**src/rtl/opfetch_unit.sv**
```systemverilog
`timescale 1ns/1ps
module opfetch_unit #(
  parameter int DEPTH = 16,
  parameter int ADDR_W = 16,
  parameter logic [ADDR_W-1:0] RESET_ADDR = '0,
  parameter logic [7:0] PREFIX = 8'hFF,
  parameter logic [7:0] IRQ_CODE = 8'hF0,
  parameter logic [7:0] ABORT_CODE = 8'hF8
) (
  input  logic              clk,
  input  logic              rst_n,
  output logic              mem_req,
  output logic [ADDR_W-1:0] mem_addr,
  input  logic              mem_ack,
  input  logic [1:0]        mem_width,
  input  logic [31:0]       mem_data,
  output logic              op_valid,
  output logic [2:0]        op_len,
  output logic [1:0]        op_kind,
  output logic [39:0]       op_data,
  input  logic              op_take,
  input  logic              irq_req,
  input  logic [ADDR_W-1:0] irq_addr,
  input  logic              abort_req,
  input  logic [ADDR_W-1:0] abort_addr
);
  localparam int PTR_W = $clog2(DEPTH);
  localparam int CNT_W = PTR_W + 1;
  localparam int LOW_MARK = DEPTH - 4;

  logic [7:0]       fifo [DEPTH];
  logic [PTR_W-1:0] head;
  logic [CNT_W-1:0] count;
  logic [1:0]       inj;

  logic [7:0] b0;
  logic [1:0] b1_lo;
  logic       is_pfx, full_op, take_ok, boundary, redirect, push, pop;
  logic [2:0] need, nbytes;
  logic [7:0] code;

  assign b0     = fifo[head];
  assign b1_lo  = fifo[PTR_W'(head + PTR_W'(1))][1:0];
  assign is_pfx = (b0 == PREFIX);
  assign need   = is_pfx ? 3'(b1_lo) + 3'd2 : 3'(b0[1:0]) + 3'd1;
  assign full_op = is_pfx ? (count >= CNT_W'(2) && count >= CNT_W'(need))
                          : (count != '0 && count >= CNT_W'(need));
  assign nbytes = (mem_width == 2'd0) ? 3'd1 : (mem_width == 2'd1) ? 3'd2 : 3'd4;

  assign mem_req  = (count <= CNT_W'(LOW_MARK));
  assign op_valid = (inj != 2'd0) || full_op;
  assign op_len   = (inj != 2'd0) ? 3'd1 : need;
  assign op_kind  = inj;
  assign code     = (inj == 2'd2) ? ABORT_CODE : IRQ_CODE;

  assign take_ok  = op_valid && op_take;
  assign boundary = !op_valid || op_take;
  assign redirect = boundary && (irq_req || abort_req);
  assign push     = mem_req && mem_ack;
  assign pop      = take_ok && (inj == 2'd0);

  for (genvar k = 0; k < 5; k++) begin : g_lane
    assign op_data[8*k +: 8] = (inj != 2'd0) ? ((k == 0) ? code : 8'h00)
                             : ((need > 3'(k)) ? fifo[PTR_W'(head + PTR_W'(k))] : 8'h00);
  end

  always_ff @(posedge clk) begin
    if (push) begin
      for (int i = 0; i < 4; i++) begin
        if (3'(i) < nbytes)
          fifo[PTR_W'(int'(head) + int'(count) + i)] <= mem_data[8*i +: 8];
      end
    end
  end

  always_ff @(posedge clk) begin
    if (!rst_n) begin
      head     <= '0;
      count    <= '0;
      inj      <= 2'd0;
      mem_addr <= RESET_ADDR;
    end else if (redirect) begin
      head     <= '0;
      count    <= '0;
      inj      <= abort_req ? 2'd2 : 2'd1;
      mem_addr <= abort_req ? abort_addr : irq_addr;
    end else begin
      head  <= head + (pop ? PTR_W'(need) : PTR_W'(0));
      count <= count + (push ? CNT_W'(nbytes) : CNT_W'(0)) - (pop ? CNT_W'(need) : CNT_W'(0));
      if (push) mem_addr <= mem_addr + ADDR_W'(nbytes);
      if (take_ok && inj != 2'd0) inj <= 2'd0;
    end
  end

  p_count_cap_r3: assert property (@(posedge clk) disable iff (!rst_n)
    count <= CNT_W'(DEPTH));
  p_room_r3: assert property (@(posedge clk) disable iff (!rst_n)
    mem_req |-> (CNT_W'(DEPTH) - count) >= CNT_W'(4));
  p_width_legal_r2: assert property (@(posedge clk) disable iff (!rst_n)
    (mem_req && mem_ack) |-> mem_width != 2'b11);
  p_addr_step_r2: assert property (@(posedge clk) disable iff (!rst_n)
    (mem_req && mem_ack && !redirect) |=> mem_addr == $past(mem_addr) + ADDR_W'($past(nbytes)));
  p_hold_r5: assert property (@(posedge clk) disable iff (!rst_n)
    (op_valid && !op_take) |=> op_valid && $stable(op_data) && $stable(op_len) && $stable(op_kind));
  p_abort_wins_r8: assert property (@(posedge clk) disable iff (!rst_n)
    (boundary && abort_req) |=> op_kind == 2'd2 && op_valid && mem_addr == $past(abort_addr));
  p_irq_inject_r7: assert property (@(posedge clk) disable iff (!rst_n)
    (boundary && irq_req && !abort_req) |=> op_kind == 2'd1 && op_len == 3'd1 && mem_addr == $past(irq_addr));
endmodule

```
**config.mk**
```make
export PLATFORM = sky130hd
export DESIGN_NAME = opfetch_unit
export DESIGN_NICKNAME = d
export VERILOG_FILES = /design/src/rtl/opfetch_unit.sv
export SDC_FILE = /design/constraint.sdc
export NUM_CORES = 1
export LEC_CHECK = 0
export BUFFER_PORTS_ARGS = -buffer_cell sky130_fd_sc_hd__buf_2
export CAP_MARGIN = 20
export CORE_MARGIN = 5
export CORE_UTILIZATION = 35
export CTS_CLUSTER_SIZE = 16
export DETAILED_ROUTE_END_ITERATION = 8
export HOLD_SLACK_MARGIN = 0.12
export PLACE_DENSITY = 0.62
export SYNTH_ARGS = -nofsm -noshare
export SYNTH_HDL_FRONTEND = slang
export SYNTH_SLANG_ARGS = --single-unit
```
**constraint.sdc**
```tcl
create_clock -name clk -period 5.87 [get_ports clk]
set_clock_uncertainty 0.15 [all_clocks]
set_input_delay 0.8805 -clock clk [delete_from_list [all_inputs] [get_ports clk]]
set_output_delay 0.8805 -clock clk [all_outputs]
set_load 0.05 [all_outputs]
```
==> reports/metrics.cfg <==
[logic_synthesis]
yosysWarnings=0
avgSynthCellArea_um2=10.7
synthesis.nets=1525
synth_area_leaders=edfxtp_1 25%, mux4_2 21%, mux2i_1 11%
synthArstFlopShare_pct=0
synth_area_um2=15100
netlist_instances=1420
yosysSeqAreaShare_pct=29.0
ys.flop_type=edfxtp_1
yosysUniqueCellTypes=69
synthTopCellsByCount=168 x mux2i_1, 140 x mux4_2, 128 x edfxtp_1
synth-edff-count=128
synth_top_area_cell=edfxtp_1
synth.top_cell.area_share_pct=25.4
synthMostInstantiatedCell=mux2i_1
ys_ff_latch=155

[route]
vias=13634
drc=0
totalWireLength_mm=61.0
postRouteAntennaNets=0
drt_iter0_drc=2297
first_pass_iters=6
wire_per_inst_um=29.1
vias_per_cell=6.51

[outcome]
status=finished clean

[timing]
fin_crit_sh_pct=94.4
worst_pin_slew_ps=1020
finalSetupTns_ps=0
rsz0062_at_grt=false
drv_slew=0
hold_viol=0
fmax_mhz=180
period_needed_ps=5540
setup_viol=0
fin_hold_ws_ps=470
maxSlewHeadroom_pct=31.5

[global_routing]
overflow=0
grt_pass1_vias=12695
grt_max_degree=32
antenna_found_initial=2
grt_pass1_wl_mm=87.0
grt.total_usage_pct=24.7

[clock_network]
cts.hold.buffers_added=0
clock-sinks=155
cts.clk_slew.worst_paths_ps=70
htree_levels=4
clkLatencyLatePin_ps=450
cts_tree=yes
numCtsBuffers=17
cts_root_buf=clkbuf_16
cts_buffer_depth=2

[cells_and_area]
final_nets=1601
area_growth_pct=13.4
drive_gt1_share_pct=29.3
utilization_pct=40.0

[power]
power.density_nw_per_um2=342
power.leakage_nw=6.52
power_w=0.00588
vdd_drop_max_mv=0.232

[floorplan]
dieArea_um2=47500
die_y_um=218
io_pins=135
num_rows=76
die_x_um=218
core-area_um2=42900
start_util_pct=35.3

[worst_setup_path]
cp-end-kind=register
critical_path_class=register to register
start_kind=register
critPathMaxFanout=12
worstPathRequired_ps=6050
arrival_ps=5720
slowest_delay_ps=580
slowest_stage=mux4_2
path_buf_inv=2
crit_family=adder cells
cp_cell_sequence=mux4_2 > mux4_2 > ha_1 > and4_4 > nand2_2 > mux2i_2 > ha_1 > nor2b_1 > o21a_1 > o21ai_0 > nand3_1 > nand4_1 > or3_4 > inv_2 > fa_1 > inv_1 > fa_1 > a21o_1 > a21oi_1 > xnor2_1 > nor2_1

[place]
hpwl_mm=44.1
io_buffers=134
place.gp.congestion=0.972

[run]
max-cap-violations=0

[hold_path]
hp-class=register to register

==> area by class of cell <==
cell class | count | area (µm²)
clock buffers | 17 | 425
repair buffers | 205 | 1280
well taps | 585 | 732
inverters | 33 | 124
flip-flops and latches | 155 | 4390
clock inverters | 15 | 166
multi-input cells | 1084 | 10000
diodes | 1 | 2.50
fillers | 4075 | 25700
==> path summary, 6_finish.rpt <==
| path | from | to | slack, ps | cells past startpoint |
|---|---|---|---|---|
| max | head[1] | count[4] | 330 | 21 |
| min | mem_addr[1] | mem_addr[1] | 470 | 2 |
| max reg2reg | head[1] | count[4] | 330 | 21 |
| min reg2reg | mem_addr[1] | mem_addr[1] | 470 | 2 |
==> worst reg2reg max path, cell delays in order (launching register included) <==
cell and delay, ps:
dfxtp_4 470, mux4_2 590, mux4_2 540, ha_1 240, and4_4 170, nand2_2 130
mux2i_2 260, ha_1 270, nor2b_1 130, o21a_1 160, o21ai_0 200, nand3_1 150
nand4_1 170, or3_4 160, inv_2 50, fa_1 490, inv_1 70, fa_1 460
a21o_1 200, a21oi_1 170, xnor2_1 130, nor2_1 50
==> per-layer routing <==
layer  routed length, µm  GRT usage (%)
met1               23000           33.1
met2               27300           37.9
met3                7580           6.14
met4                3190           11.2
met5                  13              0
==> sequential cells by signal (all words and copies together) (netlist names) <==
register  cells
fifo        128
count         5
op_kind       2
head          4
mem_addr     16
==> layout by cell type, fill, tap and decap left out, drive strengths merged, types with 33 or more instances in the layout <==
| cell | count |
|---|---|
| nor2 | 103 |
| a21oi | 89 |
| nand2 | 86 |
| mux4 | 140 |
| edfxtp | 128 |
| o22ai | 70 |
| o21ai | 38 |
| nor2b | 33 |
| inv | 43 |
| buf | 203 |
| mux2i | 169 |
| a21o | 45 |
| a211oi | 68 |
==> report_power, final <==
part	switching (W)	total [W]	internal, W
Combinational	0.00201	0.00307	0.00106
Sequential	0.000247	0.00169	0.00144
Clock	0.000539	0.00111	0.000574
Total	0.00280	0.00588	0.00308
==> metrics by stage <==
step,cells,cell area (µm²),setup WS [ps]
finish,2095,17200,328
global route,2094,17200,30.9
CTS,2083,17000,190
detailed placement,2051,16400,206
global placement,2051,16400,301
floorplan,1420,15200,0.0968
==> kinds of logic after synthesis <==
| family | Yosys count | synth area share (%) |
|---|---|---|
| compound gates | 374 | 16.8 |
| xor+xnor | 30 | 2.12 |
| fa+ha+maj | 33 | 3.03 |
| buf+inv | 181 | 5.18 |
| flops | 155 | 29.0 |
| mux | 331 | 33.7 |
| simple gates | 316 | 10.2 |
==> what timing repair did <==
action | in CTS | in global routing
gates resized for setup | 0 | 6
buffers inserted | 0 | 10
setup endpoints to repair | 0 | 2
Note: power is estimated with default switching activity, not from simulation.
